File: config.mk
export PLATFORM = sky130hd
export DESIGN_NAME = nand_cmd_front
export DESIGN_NICKNAME = d
export VERILOG_FILES = /design/src/rtl/nand_fe_pkg.sv /design/src/rtl/nand_bus_capture.sv /design/src/rtl/nand_addr_asm.sv /design/src/rtl/nand_busy_timer.sv /design/src/rtl/nand_cmd_front.sv
export SDC_FILE = /design/constraint.sdc
export NUM_CORES = 1
export LEC_CHECK = 0
export ABC_AREA = 0
export BUFFER_PORTS_ARGS = -buffer_cell sky130_fd_sc_hd__buf_2
export CAP_MARGIN = 20
export CORE_ASPECT_RATIO = 0.7
export CORE_UTILIZATION = 60
export CTS_BUF_LIST = sky130_fd_sc_hd__clkbuf_2
export CTS_CLUSTER_SIZE = 30
export DETAILED_ROUTE_END_ITERATION = 8
export HOLD_SLACK_MARGIN = 0.12
export PLACE_DENSITY = 0.83
export SLEW_MARGIN = 20
export SYNTH_ARGS = -nofsm -noshare
export SYNTH_HDL_FRONTEND = slang
export SYNTH_SLANG_ARGS = --single-unit
export TNS_END_PERCENT = 10
File: constraint.sdc
create_clock -name clk -period 4.25 [get_ports clk]
set_clock_uncertainty 0.2 [all_clocks]
set_input_delay 0.425 -clock clk [delete_from_list [all_inputs] [get_ports clk]]
set_output_delay 0.425 -clock clk [all_outputs]
set_load 0.03 [all_outputs]
File: src/rtl/nand_fe_pkg.sv
package nand_fe_pkg;

  typedef enum logic [1:0] {
    KIND_READ  = 2'd0,
    KIND_PROG  = 2'd1,
    KIND_ERASE = 2'd2
  } op_kind_t;

  typedef enum logic [1:0] {
    SEL_NONE   = 2'd0,
    SEL_PAGE   = 2'd1,
    SEL_STATUS = 2'd2,
    SEL_ID     = 2'd3
  } out_sel_t;

  typedef enum logic [2:0] {
    SQ_IDLE    = 3'd0,
    SQ_RD_ADDR = 3'd1,
    SQ_PG_ADDR = 3'd2,
    SQ_PG_DATA = 3'd3,
    SQ_ER_ADDR = 3'd4,
    SQ_ER_WAIT = 3'd5
  } seq_t;

  typedef enum logic [3:0] {
    C_NONE, C_READ_A, C_READ_B, C_READ_SP, C_ID, C_RESET,
    C_PROG, C_PROG_GO, C_ERASE, C_ERASE_GO, C_STATUS
  } cmd_t;

  // Full-address and row-only byte counts
  localparam int FULL_CYC = 4;
  localparam int ROW_CYC  = 3;

  function automatic cmd_t decode_cmd(input logic [7:0] b);
    case (b)
      8'h00:   return C_READ_A;
      8'h01:   return C_READ_B;
      8'h50:   return C_READ_SP;
      8'h90:   return C_ID;
      8'hFF:   return C_RESET;
      8'h80:   return C_PROG;
      8'h10:   return C_PROG_GO;
      8'h60:   return C_ERASE;
      8'hD0:   return C_ERASE_GO;
      8'h70:   return C_STATUS;
      default: return C_NONE;
    endcase
  endfunction

endpackage

File: src/rtl/nand_bus_capture.sv
module nand_bus_capture #(
  parameter int DATA_W = 8
) (
  input  logic              clk,
  input  logic              rst,
  input  logic              ce_n,
  input  logic              cle,
  input  logic              ale,
  input  logic              we_n,
  input  logic [DATA_W-1:0] io_in,
  output logic              cmd_stb,
  output logic              addr_stb,
  output logic [DATA_W-1:0] byte_q
);

  logic we_q;
  logic rise;

  assign rise = we_n && !we_q;

  always_ff @(posedge clk) begin
    if (rst) begin
      we_q     <= 1'b1;
      cmd_stb  <= 1'b0;
      addr_stb <= 1'b0;
      byte_q   <= '0;
    end else begin
      we_q     <= we_n;
      cmd_stb  <= rise && !ce_n && cle && !ale;
      addr_stb <= rise && !ce_n && ale && !cle;
      if (rise && !ce_n && (cle ^ ale)) byte_q <= io_in;
    end
  end

  // a strobe only follows an enabled strobe edge with the right select
  a_r1_cmd_qualified: assert property (@(posedge clk) disable iff (rst)
    cmd_stb |-> $past(!ce_n && we_n && cle && !ale));
  a_r1_addr_qualified: assert property (@(posedge clk) disable iff (rst)
    addr_stb |-> $past(!ce_n && we_n && ale && !cle));

endmodule

File: src/rtl/nand_addr_asm.sv
module nand_addr_asm #(
  parameter int DATA_W = 8,
  parameter int ROW_W  = 17
) (
  input  logic              clk,
  input  logic              rst,
  input  logic              clear,
  input  logic              row_only,
  input  logic              addr_stb,
  input  logic [DATA_W-1:0] byte_in,
  output logic [DATA_W-1:0] col_o,
  output logic [ROW_W-1:0]  row_o,
  output logic [2:0]        cnt_o
);

  localparam int LANES = (ROW_W - 1) / DATA_W;
  localparam int HI_W  = ROW_W - LANES * DATA_W;

  logic [2:0] cnt_q;
  logic [3:0] slot;

  // Row-only sequences start at the first row lane
  assign slot  = {1'b0, cnt_q} + {3'b000, row_only};
  assign cnt_o = cnt_q;

  always_ff @(posedge clk) begin
    if (rst || clear) cnt_q <= '0;
    else if (addr_stb && cnt_q != 3'd7) cnt_q <= cnt_q + 3'd1;
  end

  always_ff @(posedge clk) begin
    if (rst) col_o <= '0;
    else if (addr_stb && slot == 4'd0) col_o <= byte_in;
  end

  for (genvar g = 0; g < LANES; g++) begin : g_lane
    logic [DATA_W-1:0] q;
    always_ff @(posedge clk) begin
      if (rst) q <= '0;
      else if (addr_stb && slot == 4'(g + 1)) q <= byte_in;
    end
    assign row_o[g*DATA_W +: DATA_W] = q;
  end

  logic [HI_W-1:0] hi_q;
  always_ff @(posedge clk) begin
    if (rst) hi_q <= '0;
    else if (addr_stb && slot == 4'(LANES + 1)) hi_q <= byte_in[HI_W-1:0];
  end
  assign row_o[ROW_W-1 -: HI_W] = hi_q;

  // the column byte is only written by the first byte of a full sequence
  a_r3_col_first_only: assert property (@(posedge clk) disable iff (rst)
    (addr_stb && (cnt_q != 3'd0 || row_only)) |=> $stable(col_o));

endmodule

File: src/rtl/nand_busy_timer.sv
module nand_busy_timer #(
  parameter int T_READ  = 500,
  parameter int T_PROG  = 10000,
  parameter int T_ERASE = 100000
) (
  input  logic       clk,
  input  logic       rst,
  input  logic       start,
  input  logic [1:0] kind,
  input  logic       abort,
  output logic       busy
);

  import nand_fe_pkg::*;

  localparam int T_MAX = (T_ERASE > T_PROG) ? ((T_ERASE > T_READ) ? T_ERASE : T_READ)
                                            : ((T_PROG > T_READ) ? T_PROG : T_READ);
  localparam int CNT_W = $clog2(T_MAX + 1);

  logic [CNT_W-1:0] cnt_q;
  logic [CNT_W-1:0] load;

  always_comb begin
    case (kind)
      KIND_PROG:  load = CNT_W'(T_PROG - 1);
      KIND_ERASE: load = CNT_W'(T_ERASE - 1);
      default:    load = CNT_W'(T_READ - 1);
    endcase
  end

  always_ff @(posedge clk) begin
    if (rst || abort) begin
      busy  <= 1'b0;
      cnt_q <= '0;
    end else if (start) begin
      busy  <= 1'b1;
      cnt_q <= load;
    end else if (busy) begin
      if (cnt_q == '0) busy <= 1'b0;
      else             cnt_q <= cnt_q - 1'b1;
    end
  end

  // an operation is never started on top of a running one
  a_r9_no_restart: assert property (@(posedge clk) disable iff (rst)
    busy |-> !start);
  // only reset or count exhaustion ends a busy period
  a_r10_busy_holds: assert property (@(posedge clk) disable iff (rst)
    (busy && cnt_q != '0 && !abort) |=> busy);

endmodule

File: src/rtl/nand_cmd_front.sv
module nand_cmd_front #(
  parameter int DATA_W  = 8,
  parameter int ROW_W   = 17,
  parameter int T_READ  = 500,
  parameter int T_PROG  = 10000,
  parameter int T_ERASE = 100000
) (
  input  logic              clk,
  input  logic              rst,
  input  logic              ce_n,
  input  logic              cle,
  input  logic              ale,
  input  logic              we_n,
  input  logic              wp_n,
  input  logic [DATA_W-1:0] io_in,
  output logic              ready,
  output logic              launch,
  output logic [1:0]        launch_kind,
  output logic [DATA_W-1:0] col_addr,
  output logic [ROW_W-1:0]  row_addr,
  output logic [1:0]        area,
  output logic [1:0]        out_sel
);

  import nand_fe_pkg::*;

  logic              cmd_stb;
  logic              addr_stb;
  logic [DATA_W-1:0] bus_q;
  logic [2:0]        acnt;
  logic              busy;
  logic              abort;
  logic              row_only;
  cmd_t              cmd;
  seq_t              state;
  logic [1:0]        sel_q;
  logic [1:0]        area_q;
  logic [1:0]        kind_q;
  logic              launch_q;

  nand_bus_capture #(.DATA_W(DATA_W)) u_cap (
    .clk(clk), .rst(rst), .ce_n(ce_n), .cle(cle), .ale(ale), .we_n(we_n),
    .io_in(io_in), .cmd_stb(cmd_stb), .addr_stb(addr_stb), .byte_q(bus_q)
  );

  assign row_only = (state == SQ_ER_ADDR);

  nand_addr_asm #(.DATA_W(DATA_W), .ROW_W(ROW_W)) u_asm (
    .clk(clk), .rst(rst), .clear(cmd_stb), .row_only(row_only),
    .addr_stb(addr_stb), .byte_in(bus_q),
    .col_o(col_addr), .row_o(row_addr), .cnt_o(acnt)
  );

  assign cmd   = decode_cmd(bus_q[7:0]);
  assign abort = busy && cmd_stb && (cmd == C_RESET);

  nand_busy_timer #(.T_READ(T_READ), .T_PROG(T_PROG), .T_ERASE(T_ERASE)) u_tmr (
    .clk(clk), .rst(rst), .start(launch_q), .kind(kind_q), .abort(abort), .busy(busy)
  );

  always_ff @(posedge clk) begin
    if (rst) begin
      state    <= SQ_IDLE;
      sel_q    <= SEL_NONE;
      area_q   <= 2'd0;
      kind_q   <= KIND_READ;
      launch_q <= 1'b0;
    end else begin
      launch_q <= 1'b0;
      if (busy) begin
        if (cmd_stb && cmd == C_STATUS) sel_q <= SEL_STATUS;
        if (cmd_stb && cmd == C_RESET) begin
          sel_q <= SEL_NONE;
          state <= SQ_IDLE;
        end
      end else if (ce_n) begin
        state <= SQ_IDLE;
        sel_q <= SEL_NONE;
      end else if (cmd_stb) begin
        case (cmd)
          C_READ_A, C_READ_B, C_READ_SP: begin
            state  <= SQ_RD_ADDR;
            sel_q  <= SEL_NONE;
            area_q <= (cmd == C_READ_A) ? 2'd0 : (cmd == C_READ_B) ? 2'd1 : 2'd2;
          end
          C_PROG: begin
            state <= SQ_PG_ADDR;
            sel_q <= SEL_NONE;
          end
          C_ERASE: begin
            state <= SQ_ER_ADDR;
            sel_q <= SEL_NONE;
          end
          C_STATUS: begin
            state <= SQ_IDLE;
            sel_q <= SEL_STATUS;
          end
          C_ID: begin
            state <= SQ_IDLE;
            sel_q <= SEL_ID;
          end
          C_RESET: begin
            state <= SQ_IDLE;
            sel_q <= SEL_NONE;
          end
          C_PROG_GO: begin
            state <= SQ_IDLE;
            if (state == SQ_PG_DATA && wp_n) begin
              launch_q <= 1'b1;
              kind_q   <= KIND_PROG;
            end
          end
          C_ERASE_GO: begin
            state <= SQ_IDLE;
            if (state == SQ_ER_WAIT && wp_n) begin
              launch_q <= 1'b1;
              kind_q   <= KIND_ERASE;
            end
          end
          default: ;
        endcase
      end else if (addr_stb) begin
        case (state)
          SQ_RD_ADDR: if (acnt == 3'(FULL_CYC - 1)) begin
            state    <= SQ_IDLE;
            sel_q    <= SEL_PAGE;
            launch_q <= 1'b1;
            kind_q   <= KIND_READ;
          end
          SQ_PG_ADDR: if (acnt == 3'(FULL_CYC - 1)) state <= SQ_PG_DATA;
          SQ_ER_ADDR: if (acnt == 3'(ROW_CYC - 1))  state <= SQ_ER_WAIT;
          SQ_PG_DATA, SQ_ER_WAIT: state <= SQ_IDLE;
          default: ;
        endcase
      end
    end
  end

  assign ready       = !busy;
  assign launch      = launch_q;
  assign launch_kind = kind_q;
  assign area        = area_q;
  assign out_sel     = sel_q;

  // every launch is followed by a busy period
  a_r5_ready_drops: assert property (@(posedge clk) disable iff (rst)
    launch_q |=> !ready);
  // a confirm taken with write protect low never launches
  a_r8_wp_inhibit: assert property (@(posedge clk) disable iff (rst)
    (cmd_stb && !wp_n) |=> !launch_q);
  // filtered commands during busy leave sequencer and selection unchanged
  a_r9_busy_filter: assert property (@(posedge clk) disable iff (rst)
    (busy && cmd_stb && cmd != C_STATUS && cmd != C_RESET) |=>
      (state == $past(state) && sel_q == $past(sel_q)));

endmodule

==> impl_metrics.xml <==
<?xml version="1.0" encoding="UTF-8"?>
<metrics>
  <group name="sta">
    <metric name="maxSlewViolCount" unit="">0</metric>
    <metric name="least_margin_pin_slew" unit="ns">0.778</metric>
    <metric name="achievable-frequency" unit="MHz">355</metric>
    <metric name="finalWorstPathRequiredPeriod" unit="ns">2.82</metric>
    <metric name="part_of_the_cycle_the_worst_path_needs" unit="%">66.3</metric>
    <metric name="report.final.hold_viol_count" unit="">0</metric>
    <metric name="finalSetupViolCount" unit="">0</metric>
    <metric name="setup_repair_after_global_routing_missed_its_margin" unit="">no</metric>
    <metric name="relSlewSlack" unit="%">47.8</metric>
    <metric name="finalWorstSetupSlack" unit="ns">1.43</metric>
    <metric name="setup_tns" unit="ns">0</metric>
  </group>
  <group name="clock_tree">
    <metric name="htree_levels" unit="">3</metric>
    <metric name="clock_tree.buffer_depth" unit="">2</metric>
    <metric name="clk_latency" unit="ns">0.54</metric>
    <metric name="cts.root.buffer_cell" unit="">sky130_fd_sc_hd__clkbuf_2</metric>
    <metric name="numCtsBuffers" unit="">9</metric>
    <metric name="path_clk_slew" unit="ns">0.18</metric>
    <metric name="cts_num_sinks" unit="">67</metric>
    <metric name="ctsResizeCount" unit="">0</metric>
    <metric name="cts_tree" unit="">done</metric>
  </group>
  <group name="floorplan">
    <metric name="rows" unit="">22</metric>
    <metric name="initial_core_util" unit="%">63.5</metric>
    <metric name="die_area" unit="sq um">5990</metric>
    <metric name="io-pin-count" unit="">48</metric>
    <metric name="chipWidth" unit="microns">92.1</metric>
    <metric name="core_area" unit="sq um">5370</metric>
    <metric name="floorplan.die.height" unit="microns">65.1</metric>
  </group>
  <group name="setup_path">
    <metric name="critPathCaptureType" unit="">flop</metric>
    <metric name="setup.worst_path.start" unit="">state[2]</metric>
    <metric name="crit_required" unit="ns">4.48</metric>
    <metric name="rr_worst_depth" unit="">9</metric>
    <metric name="critical_path.max_fanout" unit="">8</metric>
    <metric name="critical_path.startpoint_type" unit="">flop</metric>
    <metric name="timing.critical_path.cells" unit="">nand2b_1, nor2_1, ha_1, ha_1, a21boi_0, a21o_1, nand4b_1, mux2i_1, nor2_1</metric>
    <metric name="rr_startpoint" unit="">state[2]</metric>
    <metric name="worst_path_class_setup" unit="">reg -&gt; reg</metric>
    <metric name="critical_path_depth" unit="">9</metric>
    <metric name="critPathArrivalTime" unit="ns">3.04</metric>
    <metric name="worst_r2r_endpoint" unit="">u_asm.g_lane[0].q[4]</metric>
    <metric name="worst_path_max_delay_cell" unit="">sky130_fd_sc_hd__nand4b_1</metric>
    <metric name="worst_setup_path_endpoint" unit="">u_asm.g_lane[0].q[4]</metric>
    <metric name="timing.reg2reg.setup_slack" unit="ns">1.43</metric>
    <metric name="critical_path.top_delay_family" unit="">simple AND/OR/NAND/NOR gates</metric>
    <metric name="buf_inv_stages_crit_path" unit="">0</metric>
    <metric name="cp_slowest_stage_delay" unit="ns">0.55</metric>
  </group>
  <group name="logic_synthesis">
    <metric name="synthFlopType" unit="">sky130_fd_sc_hd__dfxtp_1</metric>
    <metric name="synth_area_per_cell" unit="sq um">8.93</metric>
    <metric name="yosysWarningCount" unit="">0</metric>
    <metric name="synthesis.instances" unit="">382</metric>
    <metric name="mappedNetlistNets" unit="">408</metric>
    <metric name="ys_async_sr_fraction" unit="%">0</metric>
    <metric name="post_synth_instance_area" unit="sq um">3410</metric>
    <metric name="yosys.cell_types.count" unit="">59</metric>
    <metric name="yosysSeqAreaShare" unit="%">39.3</metric>
    <metric name="synth-seq-cells" unit="">67</metric>
    <metric name="synth_edf_count" unit="">0</metric>
  </group>
  <group name="power">
    <metric name="power_density" unit="nW/um^2">271</metric>
    <metric name="max-vdd-ir-drop" unit="V">0.000196</metric>
    <metric name="power.static_leakage" unit="uW">0.00169</metric>
  </group>
  <group name="run">
    <metric name="max_cap_viol_count" unit="">0</metric>
  </group>
  <group name="place">
    <metric name="gp_congestion" unit="">0.957</metric>
    <metric name="port-buffer-count" unit="">47</metric>
    <metric name="post-dp-hpwl" unit="microns">5790</metric>
    <metric name="dpl_worst_slack" unit="ns">1.51</metric>
  </group>
  <group name="final_layout">
    <metric name="regArea" unit="sq um">1340</metric>
    <metric name="layout-drive-gt1-share" unit="%">17.9</metric>
    <metric name="combined_area_of_the_multi_input_logic_cells" unit="sq um">1920</metric>
    <metric name="n_fill_cell" unit="">419</metric>
    <metric name="final_cell_mix" unit="">sky130_fd_sc_hd__dfxtp_1, sky130_fd_sc_hd__nor2_1, sky130_fd_sc_hd__buf_2</metric>
    <metric name="mostFrequentLayoutCell" unit="">sky130_fd_sc_hd__dfxtp_1</metric>
    <metric name="areaGrowthSynthToFinish" unit="%">14.1</metric>
    <metric name="finish.net_count" unit="">457</metric>
    <metric name="antenna_cells" unit="">0</metric>
  </group>
  <group name="status">
    <metric name="run_status" unit="">finished clean</metric>
  </group>
  <group name="detailed_routing">
    <metric name="firstDrtPassIters" unit="">6</metric>
    <metric name="ant_nets" unit="">0</metric>
    <metric name="routed_wirelength" unit="microns">8420</metric>
    <metric name="post_drt_wl_per_cell" unit="microns">16.6</metric>
    <metric name="dr_total_vias" unit="">3046</metric>
    <metric name="post_drt_via_cell_ratio" unit="">6.00</metric>
    <metric name="drc" unit="">0</metric>
    <metric name="drt_iter0_drc" unit="">293</metric>
  </group>
  <group name="grt">
    <metric name="overflow" unit="">0</metric>
    <metric name="grt_pass1_vias" unit="">2724</metric>
    <metric name="grt_pass1_wl" unit="microns">13400</metric>
    <metric name="initial_antenna_violation_count" unit="">0</metric>
    <metric name="grt_max_degree" unit="">44</metric>
    <metric name="global_route.usage.total" unit="%">29.3</metric>
  </group>
  <group name="worst_hold_path">
    <metric name="holdCritPathClass" unit="">in -&gt; reg</metric>
  </group>
</metrics>
-- how the worst min path moves through the flow --
| stage | start | slack [ns] | depth (start not counted) | endpoint |
|---|---|---|---|---|
| finish | ce_n | 0.18 | 3 | launch |
| global route | ce_n | 0.20 | 3 | launch |
| CTS | ce_n | 0.17 | 3 | launch |
| detailed placement | out_sel[0] | 0.26 | 2 | out_sel[0] |
| global placement | out_sel[1] | 0.25 | 2 | out_sel[1] |
| floorplan | u_tmr.cnt_q[5] | 0.25 | 2 | u_tmr.cnt_q[5] |
-- flip-flops by register name, summed over array words and instances, names as in the netlist --
register / flops
launch_kind: 2
u_asm.cnt_o: 3
u_cap.addr_stb: 1
u_asm.g_lane.q: 16
u_tmr.busy: 1
u_cap.byte_q: 8
u_asm.hi_q: 1
u_asm.col_o: 8
u_cap.we_q: 1
state: 3
u_tmr.cnt_q: 17
launch: 1
out_sel: 2
area: 2
u_cap.cmd_stb: 1
-- synthesized netlist by cell type (all sizes together) (7+ instances only) --
cell	number	share of area, %
inv	12	1.3
nor4	7	1.3
a21oi	14	2.2
nor2	48	5.3
mux2i	40	12
dfxtp	67	39
nand2	14	1.5
o21ai	10	1.5
a211oi	8	1.8
ha	11	4.0
clkbuf	21	2.3
xor2	7	1.8
nor3	23	3.5
nand3	12	1.8
-- power by group --
group	internal, uW	switching (uW)	total [uW]
logic	25.1	33.1	58.3
clock network	133	227	360
registers	632	5.95	638
total	790	266	1060
-- area by class of cell --
cell class | count | area share (%)
multi-input combinational | 278 | 49.4
tap | 72 | 2.32
inverter | 13 | 1.25
timing repair buffer | 62 | 9.78
clock buffer | 10 | 1.29
sequential | 67 | 34.5
clock inverter | 6 | 1.45
-- layer usage --
layer / vias to the layer above / part of all wire [%] / GRT usage [%]
li1: 1478 / - / -
met4: 0 / 1.4 / 7.81
met1: 1418 / 46 / 40.0
met5: - / 0 / 0
met2: 131 / 44 / 44.8
met3: 19 / 8.2 / 9.04
-- what timing repair did --
item | in CTS | in global routing
hold buffers | 13 | 0
endpoints found under the hold margin | 11 | 0
buffers inserted | 0 | 0
-- stage by stage --
| stage | utilization [%] | instance area (sq um) | total power [uW] | hold WS, ns | cells |
|---|---|---|---|---|---|
| after global routing | 72.5 | 3890 | 1090 | 0.199 | 508 |
| after CTS | 72.5 | 3890 | 1050 | 0.170 | 508 |
| after detailed placement | 68.1 | 3650 | 699 | 0.256 | 479 |
| after floorplan | - | 3410 | 682 | 0.253 | 382 |
| after global placement | 68.1 | 3650 | 698 | 0.251 | 479 |
| final | 72.5 | 3890 | 1060 | 0.175 | 508 |
-- cells by family after synthesis --
| logic type | Yosys count | share of synthesized area, % |
|---|---|---|
| AND/OR/NAND/NOR | 158 | 25.0 |
| adder cells (fa/ha/maj) | 12 | 4.33 |
| XOR/XNOR | 12 | 3.08 |
| flip-flops | 67 | 39.3 |
| buffers and inverters | 37 | 4.44 |
| AO/OA/AOI/OAI | 56 | 12.1 |
| multiplexers | 40 | 11.7 |
-- worst min-delay path: cells and delay by family --
kind,cells,cell delay (ns)
buffers and inverters,1,0.15
and+or+nand+nor,2,0.30
No activity file was read; power rests on OpenSTA's default activity.
